--- src/rtl/pin_crossbar_pkg.sv ---
// Shared definitions for the pin crossbar: function indices in priority
// order and the captured routing-enable register layout.
package pin_crossbar_pkg;

    localparam int NUM_FUNC     = 10;
    localparam int FUNC_W       = $clog2(NUM_FUNC);
    localparam int F_UTX        = 0;
    localparam int F_URX        = 1;
    localparam int F_SCK        = 2;
    localparam int F_MISO       = 3;
    localparam int F_MOSI       = 4;
    localparam int F_NSS        = 5;
    localparam int F_SDA        = 6;
    localparam int F_SCL        = 7;
    localparam int F_TM0        = 8;
    localparam int F_TM1        = 9;
    localparam int FIRST_PACKED = F_SCK;

    typedef struct packed {
        logic       xbar_en;
        logic       uart_en;
        logic       spi_en;
        logic [1:0] spi_mode;
        logic       twi_en;
        logic       tm0_en;
        logic       tm1_en;
    } route_cfg_t;

    // True when the SPI mode field selects the 4-wire variant.
    function automatic logic spi_four_wire(input logic [1:0] mode);
        return mode != 2'b00;
    endfunction

endpackage

--- src/rtl/xbar_cfg_regs.sv ---
// Configuration storage for the crossbar: routing enables, skip mask and
// push-pull mask, all loaded together on one strobe.
// Assumes: rst_n is synchronous and active low.
module xbar_cfg_regs
    import pin_crossbar_pkg::*;
#(
    parameter int NUM_PINS = 16
) (
    input  logic                clk,
    input  logic                rst_n,
    input  logic                load,
    input  route_cfg_t          route_d,
    input  logic [NUM_PINS-1:0] skip_d,
    input  logic [NUM_PINS-1:0] pp_d,
    output route_cfg_t          route_q,
    output logic [NUM_PINS-1:0] skip_q,
    output logic [NUM_PINS-1:0] pp_q
);

    // Routing-enable register.
    always_ff @(posedge clk) begin
        if (!rst_n)    route_q <= '0;
        else if (load) route_q <= route_d;
    end

    // Skip-mask register.
    always_ff @(posedge clk) begin
        if (!rst_n)    skip_q <= '0;
        else if (load) skip_q <= skip_d;
    end

    // Drive-mode register.
    always_ff @(posedge clk) begin
        if (!rst_n)    pp_q <= '0;
        else if (load) pp_q <= pp_d;
    end

endmodule

--- src/rtl/xbar_allocator.sv ---
// Priority packer: reserves the fixed UART pins, then gives each requested
// function the lowest free pin in priority order. The two-wire pair is
// placed atomically on the two lowest free pins.
// Assumes: fixed pin numbers are below NUM_PINS and differ from each other.
module xbar_allocator
    import pin_crossbar_pkg::*;
#(
    parameter int                    NUM_PINS    = 16,
    parameter int                    UTX_PIN     = 4,
    parameter int                    URX_PIN     = 5,
    parameter logic [NUM_PINS-1:0]   FORCED_SKIP = '0,
    localparam int                   PIN_W       = $clog2(NUM_PINS)
) (
    input  logic                             uart_en,
    input  logic                             spi_en,
    input  logic [1:0]                       spi_mode,
    input  logic                             twi_en,
    input  logic                             tm0_en,
    input  logic                             tm1_en,
    input  logic [NUM_PINS-1:0]              skip,
    output logic [NUM_PINS-1:0]              skip_eff,
    output logic [NUM_FUNC-1:0][PIN_W-1:0]   func_pos,
    output logic [NUM_FUNC-1:0]              func_placed,
    output logic [NUM_FUNC-1:0]              func_unplaced
);

    localparam logic [NUM_PINS-1:0] FIXED_MASK =
        (NUM_PINS'(1) << UTX_PIN) | (NUM_PINS'(1) << URX_PIN);

    logic [NUM_FUNC-1:0] request;
    logic [NUM_PINS-1:0] free;
    logic [PIN_W:0]      first;
    logic [PIN_W:0]      second;

    // Lowest set bit of a mask, with a found flag in the top bit.
    function automatic logic [PIN_W:0] lowest_free(input logic [NUM_PINS-1:0] m);
        logic [PIN_W:0] r;
        r = '0;
        for (int i = NUM_PINS - 1; i >= 0; i--) begin
            if (m[i]) r = {1'b1, PIN_W'(i)};
        end
        return r;
    endfunction

    assign skip_eff = skip | FORCED_SKIP;

    // Which packed functions the enables ask for.
    always_comb begin
        request          = '0;
        request[F_SCK]   = spi_en;
        request[F_MISO]  = spi_en;
        request[F_MOSI]  = spi_en;
        request[F_NSS]   = spi_en && spi_four_wire(spi_mode);
        request[F_SDA]   = twi_en;
        request[F_SCL]   = twi_en;
        request[F_TM0]   = tm0_en;
        request[F_TM1]   = tm1_en;
    end

    // Walk functions in priority order, consuming free pins.
    always_comb begin
        free        = ~skip_eff;
        func_pos    = '0;
        func_placed = '0;
        first       = '0;
        second      = '0;
        if (uart_en) begin
            free                = free & ~FIXED_MASK;
            func_pos[F_UTX]     = PIN_W'(UTX_PIN);
            func_pos[F_URX]     = PIN_W'(URX_PIN);
            func_placed[F_UTX]  = 1'b1;
            func_placed[F_URX]  = 1'b1;
        end
        for (int f = FIRST_PACKED; f < NUM_FUNC; f++) begin
            if (request[f] && f != F_SCL) begin
                first  = lowest_free(free);
                second = lowest_free(free & ~(NUM_PINS'(first[PIN_W]) << first[PIN_W-1:0]));
                if (f == F_SDA) begin
                    if (first[PIN_W] && second[PIN_W]) begin
                        func_pos[F_SDA]           = first[PIN_W-1:0];
                        func_pos[F_SCL]           = second[PIN_W-1:0];
                        func_placed[F_SDA]        = 1'b1;
                        func_placed[F_SCL]        = 1'b1;
                        free[first[PIN_W-1:0]]    = 1'b0;
                        free[second[PIN_W-1:0]]   = 1'b0;
                    end
                end else if (first[PIN_W]) begin
                    func_pos[f]            = first[PIN_W-1:0];
                    func_placed[f]         = 1'b1;
                    free[first[PIN_W-1:0]] = 1'b0;
                end
            end
        end
    end

    assign func_unplaced = request & ~func_placed;

endmodule

--- src/rtl/xbar_pin_mux.sv ---
// Per-pin output selection: the owning function or the GPIO source drives
// value and enable; the global enable gates every output enable, and
// two-wire pins are forced open drain.
// Assumes: at most one placed function per pin (guaranteed by the packer).
module xbar_pin_mux
    import pin_crossbar_pkg::*;
#(
    parameter int  NUM_PINS = 16,
    localparam int PIN_W    = $clog2(NUM_PINS)
) (
    input  logic                           xbar_en,
    input  logic [NUM_FUNC-1:0][PIN_W-1:0] func_pos,
    input  logic [NUM_FUNC-1:0]            func_placed,
    input  logic [NUM_FUNC-1:0]            func_out,
    input  logic [NUM_FUNC-1:0]            func_oe,
    input  logic [NUM_PINS-1:0]            gpio_out,
    input  logic [NUM_PINS-1:0]            gpio_oe,
    input  logic [NUM_PINS-1:0]            pushpull,
    output logic [NUM_PINS-1:0]            pin_out,
    output logic [NUM_PINS-1:0]            pin_oe,
    output logic [NUM_PINS-1:0]            pin_od
);

    for (genvar p = 0; p < NUM_PINS; p++) begin : g_pin
        logic owned;
        logic sel_out;
        logic sel_oe;
        logic twi_pin;

        // Find the function, if any, that owns this pin.
        always_comb begin
            owned   = 1'b0;
            sel_out = 1'b0;
            sel_oe  = 1'b0;
            twi_pin = 1'b0;
            for (int f = 0; f < NUM_FUNC; f++) begin
                if (func_placed[f] && func_pos[f] == PIN_W'(p)) begin
                    owned   = 1'b1;
                    sel_out = func_out[f];
                    sel_oe  = func_oe[f];
                    twi_pin = (f == F_SDA) || (f == F_SCL);
                end
            end
        end

        assign pin_out[p] = owned ? sel_out : gpio_out[p];
        assign pin_oe[p]  = xbar_en && (owned ? sel_oe : gpio_oe[p]);
        assign pin_od[p]  = twi_pin || !pushpull[p];
    end

endmodule

--- src/rtl/xbar_in_route.sv ---
// Input return path: each placed function reads its own pin while the
// crossbar is enabled; otherwise it sees an idle-high level.
// Assumes: func_pos is only meaningful where func_placed is set.
module xbar_in_route
    import pin_crossbar_pkg::*;
#(
    parameter int  NUM_PINS = 16,
    localparam int PIN_W    = $clog2(NUM_PINS)
) (
    input  logic                           xbar_en,
    input  logic [NUM_FUNC-1:0][PIN_W-1:0] func_pos,
    input  logic [NUM_FUNC-1:0]            func_placed,
    input  logic [NUM_PINS-1:0]            pin_in,
    output logic [NUM_FUNC-1:0]            func_in
);

    for (genvar f = 0; f < NUM_FUNC; f++) begin : g_func
        assign func_in[f] = (xbar_en && func_placed[f]) ? pin_in[func_pos[f]] : 1'b1;
    end

endmodule

--- src/rtl/pin_crossbar.sv ---
// Top of the peripheral pin crossbar: registered configuration, priority
// packer, per-pin output mux and input return path.
// Assumes: synchronous active-low reset; outputs are combinational from the
// configuration registers and the live function/GPIO/pin inputs.
module pin_crossbar
    import pin_crossbar_pkg::*;
#(
    parameter int                  NUM_PINS    = 16,
    parameter int                  UTX_PIN     = 4,
    parameter int                  URX_PIN     = 5,
    parameter logic [NUM_PINS-1:0] FORCED_SKIP = NUM_PINS'(16'h1000)
) (
    input  logic                clk,
    input  logic                rst_n,
    input  logic                cfg_load,
    input  logic                cfg_xbar_en,
    input  logic                cfg_uart_en,
    input  logic                cfg_spi_en,
    input  logic [1:0]          cfg_spi_mode,
    input  logic                cfg_twi_en,
    input  logic                cfg_tmr0_en,
    input  logic                cfg_tmr1_en,
    input  logic [NUM_PINS-1:0] cfg_skip,
    input  logic [NUM_PINS-1:0] cfg_pushpull,
    input  logic [9:0]          func_out,
    input  logic [9:0]          func_oe,
    output logic [9:0]          func_in,
    output logic [9:0]          func_unplaced,
    input  logic [NUM_PINS-1:0] gpio_out,
    input  logic [NUM_PINS-1:0] gpio_oe,
    input  logic [NUM_PINS-1:0] pin_in,
    output logic [NUM_PINS-1:0] pin_out,
    output logic [NUM_PINS-1:0] pin_oe,
    output logic [NUM_PINS-1:0] pin_od
);

    localparam int PIN_W = $clog2(NUM_PINS);

    route_cfg_t                     route_d;
    route_cfg_t                     route_q;
    logic [NUM_PINS-1:0]            skip_q;
    logic [NUM_PINS-1:0]            pushpull_q;
    logic [NUM_PINS-1:0]            skip_eff;
    logic [NUM_FUNC-1:0][PIN_W-1:0] func_pos;
    logic [NUM_FUNC-1:0]            func_placed;

    // Gather the configuration inputs into the register layout.
    always_comb begin
        route_d.xbar_en  = cfg_xbar_en;
        route_d.uart_en  = cfg_uart_en;
        route_d.spi_en   = cfg_spi_en;
        route_d.spi_mode = cfg_spi_mode;
        route_d.twi_en   = cfg_twi_en;
        route_d.tm0_en   = cfg_tmr0_en;
        route_d.tm1_en   = cfg_tmr1_en;
    end

    xbar_cfg_regs #(.NUM_PINS(NUM_PINS)) u_cfg (
        .clk     (clk),
        .rst_n   (rst_n),
        .load    (cfg_load),
        .route_d (route_d),
        .skip_d  (cfg_skip),
        .pp_d    (cfg_pushpull),
        .route_q (route_q),
        .skip_q  (skip_q),
        .pp_q    (pushpull_q)
    );

    xbar_allocator #(
        .NUM_PINS    (NUM_PINS),
        .UTX_PIN     (UTX_PIN),
        .URX_PIN     (URX_PIN),
        .FORCED_SKIP (FORCED_SKIP)
    ) u_alloc (
        .uart_en       (route_q.uart_en),
        .spi_en        (route_q.spi_en),
        .spi_mode      (route_q.spi_mode),
        .twi_en        (route_q.twi_en),
        .tm0_en        (route_q.tm0_en),
        .tm1_en        (route_q.tm1_en),
        .skip          (skip_q),
        .skip_eff      (skip_eff),
        .func_pos      (func_pos),
        .func_placed   (func_placed),
        .func_unplaced (func_unplaced)
    );

    xbar_pin_mux #(.NUM_PINS(NUM_PINS)) u_mux (
        .xbar_en     (route_q.xbar_en),
        .func_pos    (func_pos),
        .func_placed (func_placed),
        .func_out    (func_out),
        .func_oe     (func_oe),
        .gpio_out    (gpio_out),
        .gpio_oe     (gpio_oe),
        .pushpull    (pushpull_q),
        .pin_out     (pin_out),
        .pin_oe      (pin_oe),
        .pin_od      (pin_od)
    );

    xbar_in_route #(.NUM_PINS(NUM_PINS)) u_in (
        .xbar_en     (route_q.xbar_en),
        .func_pos    (func_pos),
        .func_placed (func_placed),
        .pin_in      (pin_in),
        .func_in     (func_in)
    );

endmodule

--- config.mk ---
export PLATFORM = sky130hd
export DESIGN_NAME = pin_crossbar
export DESIGN_NICKNAME = d
export VERILOG_FILES = /design/src/rtl/pin_crossbar_pkg.sv /design/src/rtl/xbar_cfg_regs.sv /design/src/rtl/xbar_allocator.sv /design/src/rtl/xbar_pin_mux.sv /design/src/rtl/xbar_in_route.sv /design/src/rtl/pin_crossbar.sv
export SDC_FILE = /design/constraint.sdc
export NUM_CORES = 1
export LEC_CHECK = 0
export BUFFER_PORTS_ARGS = -buffer_cell sky130_fd_sc_hd__buf_4
export CAP_MARGIN = 20
export CELL_PAD_IN_SITES_DETAIL_PLACEMENT = 2
export CELL_PAD_IN_SITES_GLOBAL_PLACEMENT = 2
export CORE_AREA = 2 2 197 199
export CTS_CLUSTER_SIZE = 24
export DETAILED_ROUTE_END_ITERATION = 8
export DIE_AREA = 0 0 199 201
export GPL_TIMING_DRIVEN = 0
export PLACE_DENSITY = 0.75
export SLEW_MARGIN = 40
export SYNTH_ARGS = -nofsm -noshare
export SYNTH_HDL_FRONTEND = slang
export SYNTH_SLANG_ARGS = --single-unit
--- constraint.sdc ---
create_clock -name clk -period 29.5 [get_ports clk]
set_input_delay 5.9 -clock clk [delete_from_list [all_inputs] [get_ports clk]]
set_output_delay 5.9 -clock clk [all_outputs]
set_load 0.01 [all_outputs]
==> results by group, run 1 <==
Place
  – Routability cong.: just over 1
  – Input/output buffers: 158
  – Detail Placement HPWL: 58000 um

Logic synthesis
  – Post-synth top area share: about 8.0%
  – #FFs+latches synth: 39
  – Ys async rst share: 0%
  – Largest area contributor in the netlist: nand2_1
  – Sequential fraction of the synthesis area: under 10%
  – Syn Area/Cell: approximately 6.5 um2
  – Post-synth top flop: dfxtp_1
  – Yosys cell types: about 120
  – Synth warnings: 0
  – Synthesized area: a little under 10000 um2
  – Number of flops mapped to enable cells by yosys: 0
  – Post-Syn Instances: 1500
  – Synth area leaders: nand2_1 (8.0%), dfxtp_1 (8.0%), nor2_1 (6.3%)

Timing
  – # setup viols final: 0
  – Final Hold Vio Count: 0
  – Fin crit period: 19.43 ns
  – RSZ-0062 raised after global routing: false
  – Setup_tns: 0 ns
  – Fin Clk Skew: 0 ns
  – F_max: 51.5 MHz
  – Worst-Margin Slew: around 1 ns
  – Final period utilization: 65.9%
  – Slew headroom: 34.8%
  – Slew Limit Fails: 0

Clocking
  – TritonCTS Buffers: 5
  – CTS clk-pin slew, worst paths: 0.06 ns
  – Hold buffers post-CTS: 0
  – Clk sink count: 39
  – Clk root buf: clkbuf_16
  – Setup bufs post-CTS: 0
  – CTS tree: built
  – Clock Latency Late Sink: roughly 0.29 ns
  – Post-CTS sizing: 0
  – Htree depth: 2
  – Maximum root-to-sink buffer count: 2

Global route
  – Largest net degree at the start of global routing: 13
  – GR Util All Layers: between 30% and 40%
  – Top Usage Layer GRT: met2
  – Number of global-route vias before repair: 14800
  – First-pass GRT wire length: 103000 um
  – M2 GR Usage: 53.8%
  – Routing usage on met3: 5.68%
  – Gr ovfl total: 0
  – Met1 Usage GRT: 47.7%
  – Initial antenna violation count: 3

Worst hold path
  – Worst hold stages: 2
  – Min-Delay Startpoint: u_cfg.pp_q[9]
  – Class of the tightest hold or removal check: flop to flop
  – WHS Endpoint: u_cfg.pp_q[9]

Worst setup path
  – Worst setup EP type: primary output
  – Startpoint types: flop
  – R2R depth: 5
  – R2R Path Start: u_cfg.route_q[5]
  – Crit path largest cell delay: 0.72 ns
  – Worst Path Arrival: roughly 14 ns
  – Crit path kind: flop to primary output
  – Worst Path Buf+Inv: 5
  – Kind of cell adding the most delay to the critical path: compound AO/OA/AOI/OAI gates
  – Slowest CP cell: a21boi_1
  – FF-to-FF setup slack: approximately 27 ns
  – Reg2Reg Capture Point: u_cfg.route_q[5]
  – Worst EP required: 23.60 ns
  – Worst Path Max Fanout: 10

Power
  – Leakage: 4.17 nW
  – Total power: 0.300 mW
  – VDD IR max: around 40 uV
  – Power per cell area: between 20 and 30 nW/um2

Drt
  – DRT Pass-1 Iters: 6
  – ANT nets after route: 0
  – Routed WL per cell: 32.4 um
  – Via count: between 10000 and 15000
  – Final WL: 70700 um
  – Drt drc: 0
  – Vias per cell: 6.70
  – Iter 0 DRT Violations: 1930

Cells and area
  – Storage element area: 781 um2
  – FILL cells: 4673
  – Syn-to-layout area delta: 22.3%
  – Fraction of layout cells with a size suffix above 1: 18.8%
  – Multi-input logic area: 8650 um2
  – Antenna diodes: 0
  – Most frequent cells in the layout: nand2_1 (209), buf_4 (169), nor2_1 (165), a21oi_1 (91), nand3_1 (82)
  – Nets: around 1800
  – Most common cell after layout, fill and taps aside: nand2_1

Die
  – Core region area: 38100 um2
  – # rows: 72
  – Die X: 199 um
  – Die height: 201 um
  – Io pins: 179
  – Die Area: 40000 um2
  – Initial Util: 25.6%

Run
  – Max cap viols: 0

Status
  – Run status: completed
## where the power goes
group	switching, mW	total, mW	internal [mW]	leakage [nW]
Combinational	0.119	0.169	0.0504	3.75
Sequential	0.00378	0.0596	0.0559	0.322
Clock	0.0229	0.0715	0.0485	0.0911
Total	0.145	0.300	0.155	4.17
## kinds of logic after synthesis
group | after synthesis | synth area share [%]
and+or+nand+nor | 722 | 36.6
AOI/OAI and AO/OA | 569 | 44.0
buffers and inverters | 106 | 4.81
muxes | 62 | 6.41
DFF | 39 | 8.00
adders and majority gates | 1 | 0.103
other | 1 | 0.0384
## sequential cells by signal, indices dropped and copies added, names as in the netlist
name,count
u_cfg.pp_q,16
u_cfg.route_q,8
u_cfg.skip_q,15
## tightest hold or removal path: stages, from the launching register on
cell	delay, ns
dfxtp_1	0.31
mux2i_1	0.12
nor2b_1	0.05
## worst max path at each step
| stage | startpoint | end | slack [ns] | cells after the start |
|---|---|---|---|---|
| floorplan | u_cfg.skip_q[7] | pin_out[0] | 15.05 | 36 |
| global placement | u_cfg.skip_q[15] | pin_out[0] | 10.48 | 32 |
| detailed placement | u_cfg.skip_q[0] | pin_out[15] | 10.93 | 34 |
| CTS | u_cfg.route_q[5] | pin_out[15] | 10.56 | 34 |
| global route | u_cfg.skip_q[0] | pin_out[15] | 9.64 | 34 |
| finish | u_cfg.skip_q[0] | pin_out[15] | 10.07 | 34 |
## cell type report
| class | count | area share [%] |
|---|---|---|
| sequential | 39 | 6.54 |
| clock buffer | 6 | 1.08 |
| tap | 518 | 5.43 |
| clock inverter | 2 | 0.503 |
| timing repair buffer | 158 | 9.94 |
| multi-input combinational | 1356 | 72.5 |
| buffer | 81 | 3.20 |
| inverter | 25 | 0.787 |
## metrics by stage
step	cell area [um2]	setup slack [ns]	cells	utilization [%]	hold WS, ns
2_1_floorplan	9760	15.05	1501	-	0.473
3_3_place_gp	11600	10.48	2177	30.4	0.490
3_5_place_dp	11700	10.93	2177	30.7	0.518
4_1_cts	11900	10.56	2185	31.2	0.533
5_1_grt	11900	9.64	2185	31.3	0.553
6_report	11900	10.07	2185	31.3	0.527
## routing by layer
layer,vias to the layer above,share of wire [%]
met2,896,44
met1,7392,43
met3,172,9.3
met5,-,0.035
met4,4,4.2
li1,6181,-
## cells in the mapped netlist (15+ instances only)
library cell    n
clkbuf_1       49
a31oi_1        47
a22oi_1        24
nor2_1        165
a221oi_1       18
dfxtp_1        39
o21ai_1        20
and3_1         15
o21ai_0        76
a211oi_1       16
o211ai_1       24
nand2_1       209
or3_1          19
and2_1         22
nand3_1        82
a222oi_1       18
inv_1          23
mux2i_1        58
nor4_1         17
o31ai_1        17
a21oi_1        92
nor2b_1        48
nor3_1         58
Note: power is estimated with default switching activity, not from simulation.
==> run 2: changes to the inputs <==
--- a/config.mk
+++ b/config.mk
@@ -14,7 +14,7 @@
 export DETAILED_ROUTE_END_ITERATION = 8
 export DIE_AREA = 0 0 199 201
 export GPL_TIMING_DRIVEN = 0
-export PLACE_DENSITY = 0.75
+export PLACE_DENSITY = 0.78
 export SLEW_MARGIN = 40
 export SYNTH_ARGS = -nofsm -noshare
 export SYNTH_HDL_FRONTEND = slang
==> constraint.sdc (replaced) <==
create_clock -name clk -period 16.7 [get_ports clk]
set_input_delay 3.34 -clock clk [delete_from_list [all_inputs] [get_ports clk]]
set_output_delay 3.34 -clock clk [all_outputs]
set_load 0.01 [all_outputs]
==> run 2 against run 1 <==
Against the previous run:
- power up 69%
- first-iteration DRC count down 3.7%
- routed wire length about the same
- critical path type unchanged
- largest cell class unchanged
- largest power group unchanged
- highest routed layer unchanged
==> results by group, run 2 (same netlist as run 1, synthesis figures left out) <==
Cells and area
  – Syn-to-layout area delta: 22.1%
  – Largest Register: u_cfg.pp_q
  – Multi-input logic area: 8650 um2 (about the same)
  – Nets: 1778 (+0.056%)
  – Most frequent cells in the layout: nand2_1 (209), buf_4 (169), nor2_1 (163), a21oi_1 (90), nand3_1 (82)
  – FILL cells: 4646 (-0.58%)
  – Fraction of layout cells with a size suffix above 1: 18.8% (+0.049 points)
  – Max reg flops: 16 (unchanged)
  – Most common cell after layout, fill and taps aside: nand2_1
  – Storage element area: 781 um2 (unchanged)
  – Top flop regs: u_cfg.pp_q (16), u_cfg.skip_q (15), u_cfg.route_q (8)

Clocking
  – Htree depth: 2 (unchanged)
  – Clock Latency Late Sink: 0.29 ns (about the same)
  – Maximum root-to-sink buffer count: 2 (unchanged)
  – Clk root buf: clkbuf_16
  – Hold buffers post-CTS: 0 (unchanged)
  – Clk sink count: 39 (unchanged)
  – TritonCTS Buffers: 5 (unchanged)
  – CTS tree: built
  – CTS clk-pin slew, worst paths: 0.06 ns (about the same)

Timing
  – F_max: between 60 and 70 MHz
  – Worst-Margin Slew: 0.951 ns (-0.0270 ns)
  – Final period utilization: 97.7%
  – Setup_tns: 0 ns (unchanged)
  – Slew headroom: 36.6% (+1.8 points)
  – RSZ-0062 raised after global routing: false
  – Final Hold Vio Count: 0 (unchanged)
  – Fin crit period: ~16 ns
  – Slew Limit Fails: 0 (unchanged)
  – Hold_ws: 0.530 ns (+0.00353 ns)
  – Fin Clk Skew: 0 ns (unchanged)
  – # setup viols final: 0 (unchanged)

Global route
  – First-pass GRT wire length: 102000 um (-0.98%)
  – Gr ovfl total: 0 (unchanged)
  – Number of global-route vias before repair: 14700 (-0.45%)
  – Largest net degree at the start of global routing: 12 (-1)
  – Initial antenna violation count: 2 (-1)
  – GR Util All Layers: 34.3% (-0.30 points)

Die
  – Die height: 201 um (unchanged)
  – Die Area: 40000 um2 (unchanged)
  – Io pins: 179 (unchanged)
  – Initial Util: 25.6% (unchanged)
  – # rows: 72 (unchanged)
  – Core region area: 38100 um2 (unchanged)
  – Die X: 199 um (unchanged)

Power
  – Reg power frac: 20.7% (+0.8 points)
  – VDD IR max: 70.1 uV (+75%)
  – Sw Share: 50.5% (+2.1 points)
  – Clock Power Share: 20.6% (-3.2 points)
  – Comb pwr share: 58.7% (+2.4 points)
  – Int Pwr: 0.252 mW (+63%)
  – P_sw: 0.257 mW (+77%)
  – Leakage: 4.15 nW (-0.44%)
  – Power per cell area: 42.7 nW/um2 (+70%)

Place
  – Routability cong.: 0.986 (-3.2%)
  – Detail Placement HPWL: 57700 um (-0.38%)
  – Input/output buffers: 158 (unchanged)

Worst setup path
  – Crit path kind: flop to primary output
  – Most used cell, CP: nor2_1
  – Worst setup EP type: primary output
  – Worst Setup SP: u_cfg.skip_q[0]
  – Worst Path Arrival: 12.98 ns (-0.55 ns)
  – Crit path largest cell delay: 0.67 ns (-0.05 ns)
  – Slowest CP cell: a2111oi_2
  – Startpoint types: flop
  – Worst Path Max Fanout: 10 (unchanged)
  – Worst EP required: 13.36 ns (-10.24 ns)
  – R2R Path Start: u_cfg.route_q[5]

Drt
  – Routed WL per cell: 32.3 um (about the same)
  – Drt drc: 0 (unchanged)
  – DRT Pass-1 Iters: 9 (+3)
  – Final WL: 70700 um (about the same)
  – ANT nets after route: 0 (unchanged)
  – Vias per cell: 6.71 (+0.13%)
  – Iter 0 DRT Violations: 1858 (-3.7%)
  – Via count: 14700 (+0.23%)

Worst hold path
  – Class of the tightest hold or removal check: flop to flop
  – Min-Delay Startpoint: u_cfg.pp_q[11]

Status
  – Run status: completed

Run
  – Max cap viols: 0 (unchanged)
==> run 2: cell count changes in the layout (fill, tap and decap cells not counted), moves of 2 or more <==
cell	delta
clkbuf_1	+3
clkbuf_8	+2
bufinv_16	-2
clkbuf_2	-3
nor2_1	-2
nor2_2	+2
==> run 2: final timing paths <==
check        slack [ns]               end  depth (start not counted)
min reg2reg        0.53    u_cfg.pp_q[11]                          2
max reg2reg       14.61  u_cfg.route_q[5]                          5
max                0.38       pin_out[15]                         33
min                0.53    u_cfg.pp_q[11]                          2
==> run 2: metal layers <==
metal,wire length [um],track usage [%],share of wire (%),vias up
met3,6710,5.76,9.5,182
met5,27,0,0.038,-
li1,-,-,-,6191
met2,31500,54.2,44,874
met4,3000,12.6,4.2,4
met1,29500,46.5,42,7427
==> run 2: per-stage QoR <==
stage	cell area (um2)	setup slack (ns)	util (%)	std cells	total power, mW
floorplan	9760	4.81	-	1501	0.264
global placement	11600	0.143	30.4	2177	0.380
detailed placement	11700	0.765	30.6	2177	0.389
CTS	11800	0.384	31.0	2185	0.496
global route	11900	0.00523	31.2	2186	0.526
finish	11900	0.383	31.3	2187	0.508
==> run 2: power groups by stage <==
stage	combinational (mW)	clock [mW]	sequential [mW]
6_report	0.298	0.105	0.105
5_1_grt	0.310	0.110	0.106
4_1_cts	0.284	0.107	0.105
3_5_place_dp	0.282	0	0.107
3_3_place_gp	0.274	0	0.106
2_1_floorplan	0.160	0	0.104
==> run 2: final cells by class <==
type | count | share of cell area (%)
Antenna cell | 1 | 0.0210
Buffer | 81 | 3.16
Clock buffer | 8 | 1.31
Inverter | 25 | 0.788
Multi-Input combinational cell | 1356 | 72.7
Sequential cell | 39 | 6.56
Tap cell | 518 | 5.44
Timing Repair Buffer | 159 | 10.1
==> run 2: what timing repair did <==
item	CTS	global route
resized for setup	0	4
buffers inserted	0	0
endpoints found under the setup margin	0	30
==> run 2: critical path, delay by kind of cell, from the launching register on <==
kind / cells / cell delay, ns
compound gates: 17 / 6.59
buf+inv: 4 / 0.81
flops: 1 / 0.31
mux: 1 / 0.24
simple gates: 11 / 4.66
==> run 3: changes to the inputs <==
--- a/config.mk
+++ b/config.mk
@@ -6,7 +6,7 @@
 export NUM_CORES = 1
 export LEC_CHECK = 0
 export BUFFER_PORTS_ARGS = -buffer_cell sky130_fd_sc_hd__buf_4
-export CAP_MARGIN = 20
+export CAP_MARGIN = 10
 export CELL_PAD_IN_SITES_DETAIL_PLACEMENT = 2
 export CELL_PAD_IN_SITES_GLOBAL_PLACEMENT = 2
 export CORE_AREA = 2 2 197 199
@@ -14,6 +14,8 @@
 export DETAILED_ROUTE_END_ITERATION = 8
 export DIE_AREA = 0 0 199 201
 export GPL_TIMING_DRIVEN = 0
+export HOLD_SLACK_MARGIN = 0.02
+export MAX_ROUTING_LAYER = met4
 export PLACE_DENSITY = 0.78
 export SLEW_MARGIN = 40
 export SYNTH_ARGS = -nofsm -noshare
==> run 3 against run 2 <==
Against the previous run:
- final cell count hardly changed
- largest cell class unchanged
- sequential cell count stayed put
- power is 2.5% higher
- combinational power hardly changed
==> results by group, run 3 (same netlist as run 1, synthesis figures left out) <==
Clocking
  – CTS tree: built
  – Maximum root-to-sink buffer count: 2 (unchanged)
  – TritonCTS Buffers: 5 (unchanged)
  – Clk sink count: 39 (unchanged)
  – Clock Latency Late Sink: 0.30 ns (about the same)
  – Hold buffers post-CTS: 0 (unchanged)
  – Clk root buf: clkbuf_16
  – Htree depth: 2 (unchanged)
  – CTS clk-pin slew, worst paths: 0.06 ns (about the same)

Worst setup path
  – Worst EP required: 13.36 ns (about the same)
  – Slowest CP cell: nor3b_1
  – Startpoint types: flop
  – Crit path largest cell delay: 0.68 ns (about the same)
  – Worst Path Arrival: 12.97 ns (about the same)
  – Worst Path Max Fanout: 10 (unchanged)
  – Worst setup EP type: primary output
  – Crit path kind: flop to primary output

Cells and area
  – FILL cells: 4665 (+0.41%)
  – Max reg flops: 16 (unchanged)
  – Fraction of layout cells with a size suffix above 1: 19.0% (+0.19 points)
  – Nets: 1777 (-0.056%)
  – Multi-input logic area: 8680 um2 (+0.30%)
  – Most common cell after layout, fill and taps aside: nand2_1
  – Top flop regs: u_cfg.pp_q (16), u_cfg.skip_q (15), u_cfg.route_q (8)
  – Storage element area: 781 um2 (unchanged)
  – Syn-to-layout area delta: 22.5%
  – Most frequent cells in the layout: nand2_1 (209), buf_4 (169), nor2_1 (164), a21oi_1 (89), nand3_1 (82)
  – Largest Register: u_cfg.pp_q
  – Post-layout util: 31.4% (+0.11 points)
  – Non-filler instance count after layout: 2188 (+0.046%)

Timing
  – F_max: 61.3 MHz (about the same)
  – Slew headroom: 32.4% (-4.1 points)
  – # setup viols final: 0 (unchanged)
  – Slew Limit Fails: 0 (unchanged)
  – Final Hold Vio Count: 0 (unchanged)
  – Fin crit period: 16.31 ns (-0.00367 ns)
  – Final period utilization: 97.7% (about the same)
  – RSZ-0062 raised after global routing: false
  – Fin Clk Skew: 0 ns (unchanged)
  – Hold_ws: 0.520 ns (-0.0102 ns)
  – Worst-Margin Slew: 1.01 ns (+0.0622 ns)

Drt
  – Routed WL per cell: 32.0 um (-0.96%)
  – Drt drc: 0 (unchanged)
  – Via count: 14700 (+0.089%)
  – Vias per cell: 6.71 (about the same)
  – ANT nets after route: 0 (unchanged)
  – Final WL: 70100 um (-0.92%)
  – Iter 0 DRT Violations: 1885 (+1.5%)
  – DRT Pass-1 Iters: 6 (-3)

Global route
  – Number of global-route vias before repair: 14900 (+1.4%)
  – Initial antenna violation count: 3 (+1)
  – First-pass GRT wire length: 102000 um (+0.45%)
  – GR Util All Layers: 35.3% (+1.0 points)
  – Gr ovfl total: 0 (unchanged)
  – Largest net degree at the start of global routing: 13 (+1)

Die
  – Initial Util: 25.6% (unchanged)
  – Io pins: 179 (unchanged)
  – Core region area: 38100 um2 (unchanged)
  – Die Area: 40000 um2 (unchanged)
  – Die height: 201 um (unchanged)
  – Die X: 199 um (unchanged)
  – # rows: 72 (unchanged)

Run
  – Max cap viols: 0 (unchanged)

Power
  – VDD IR max: 83.8 uV (+20%)
  – Power per cell area: 43.6 nW/um2 (+2.1%)
  – Leakage: 4.15 nW (about the same)

Place
  – Detail Placement HPWL: 57200 um (-0.98%)
  – Cells after DPL: 2177 (unchanged)
  – Routability cong.: 1.02 (+3.3%)
  – Input/output buffers: 158 (unchanged)

Worst hold path
  – Class of the tightest hold or removal check: flop to flop

Status
  – Run status: completed
## run 3: cell count changes in the layout (fill, tap and decap cells not counted), sizes merged
cell and change:
clkinv +1, clkbuf -2, bufinv +1, diode +2
buf -1
## run 3: final timing paths
check / endpoint / cells past startpoint / from / slack [ns]
setup reg to reg: u_cfg.route_q[5] / 5 / u_cfg.route_q[5] / 14.74
setup / recovery: func_in[9] / 35 / u_cfg.route_q[5] / 0.39
hold reg to reg: u_cfg.pp_q[11] / 2 / u_cfg.pp_q[11] / 0.52
hold / removal: u_cfg.pp_q[11] / 2 / u_cfg.pp_q[11] / 0.52
## run 3: metrics by stage
| stage | setup WS [ns] | total power, mW | setup TNS (ns) | area [um2] |
|---|---|---|---|---|
| CTS | 0.480 | 0.509 | 0 | 11800 |
| detailed placement | 0.883 | 0.389 | 0 | 11700 |
| global route | 0.0368 | 0.539 | 0 | 11900 |
| finish | 0.387 | 0.521 | 0 | 12000 |
| floorplan | 4.81 | 0.264 | 0 | 9760 |
| global placement | -0.0337 | 0.381 | -0.0337 | 11600 |
## run 3: cell type report
type                    instances  share of cell area, %
multi-input cells            1356                   72.6
repair buffers                158                   9.93
flip-flops and latches         39                   6.53
well taps                     518                   5.42
plain buffers                  81                   3.17
clock buffers                   6                   1.16
inverters                      25                  0.785
clock inverters                 2                  0.293
diodes                          3                 0.0628
## run 3: repair_timing
| action | CTS | global route |
|---|---|---|
| endpoints found under the hold margin | 0 | 0 |
| setup buffers | 0 | 0 |
| setup endpoints to repair | 0 | 30 |
| resized for setup | 0 | 6 |
## run 3: critical path, delay by kind of cell (launching register included)
family / cells / cell delay, ns
AO/OA/AOI/OAI: 20 / 7.96
buffers and inverters: 5 / 0.96
flip-flops: 1 / 0.31
multiplexers: 2 / 0.66
AND/OR/NAND/NOR: 8 / 2.74
## run 3: routing by layer
metal | vias to the layer above | part of all wire, % | global-route usage (%)
met4 | 0 | 4.4 | 13.5
met5 | - | 0 | -
met3 | 184 | 9.3 | 5.63
met2 | 917 | 44 | 53.3
li1 | 6181 | - | -
met1 | 7409 | 42 | 46.9
## run 3: power breakdown
group	switching [mW]	internal, mW
registers	0.00647	0.0987
logic	0.210	0.0894
clock network	0.0421	0.0744
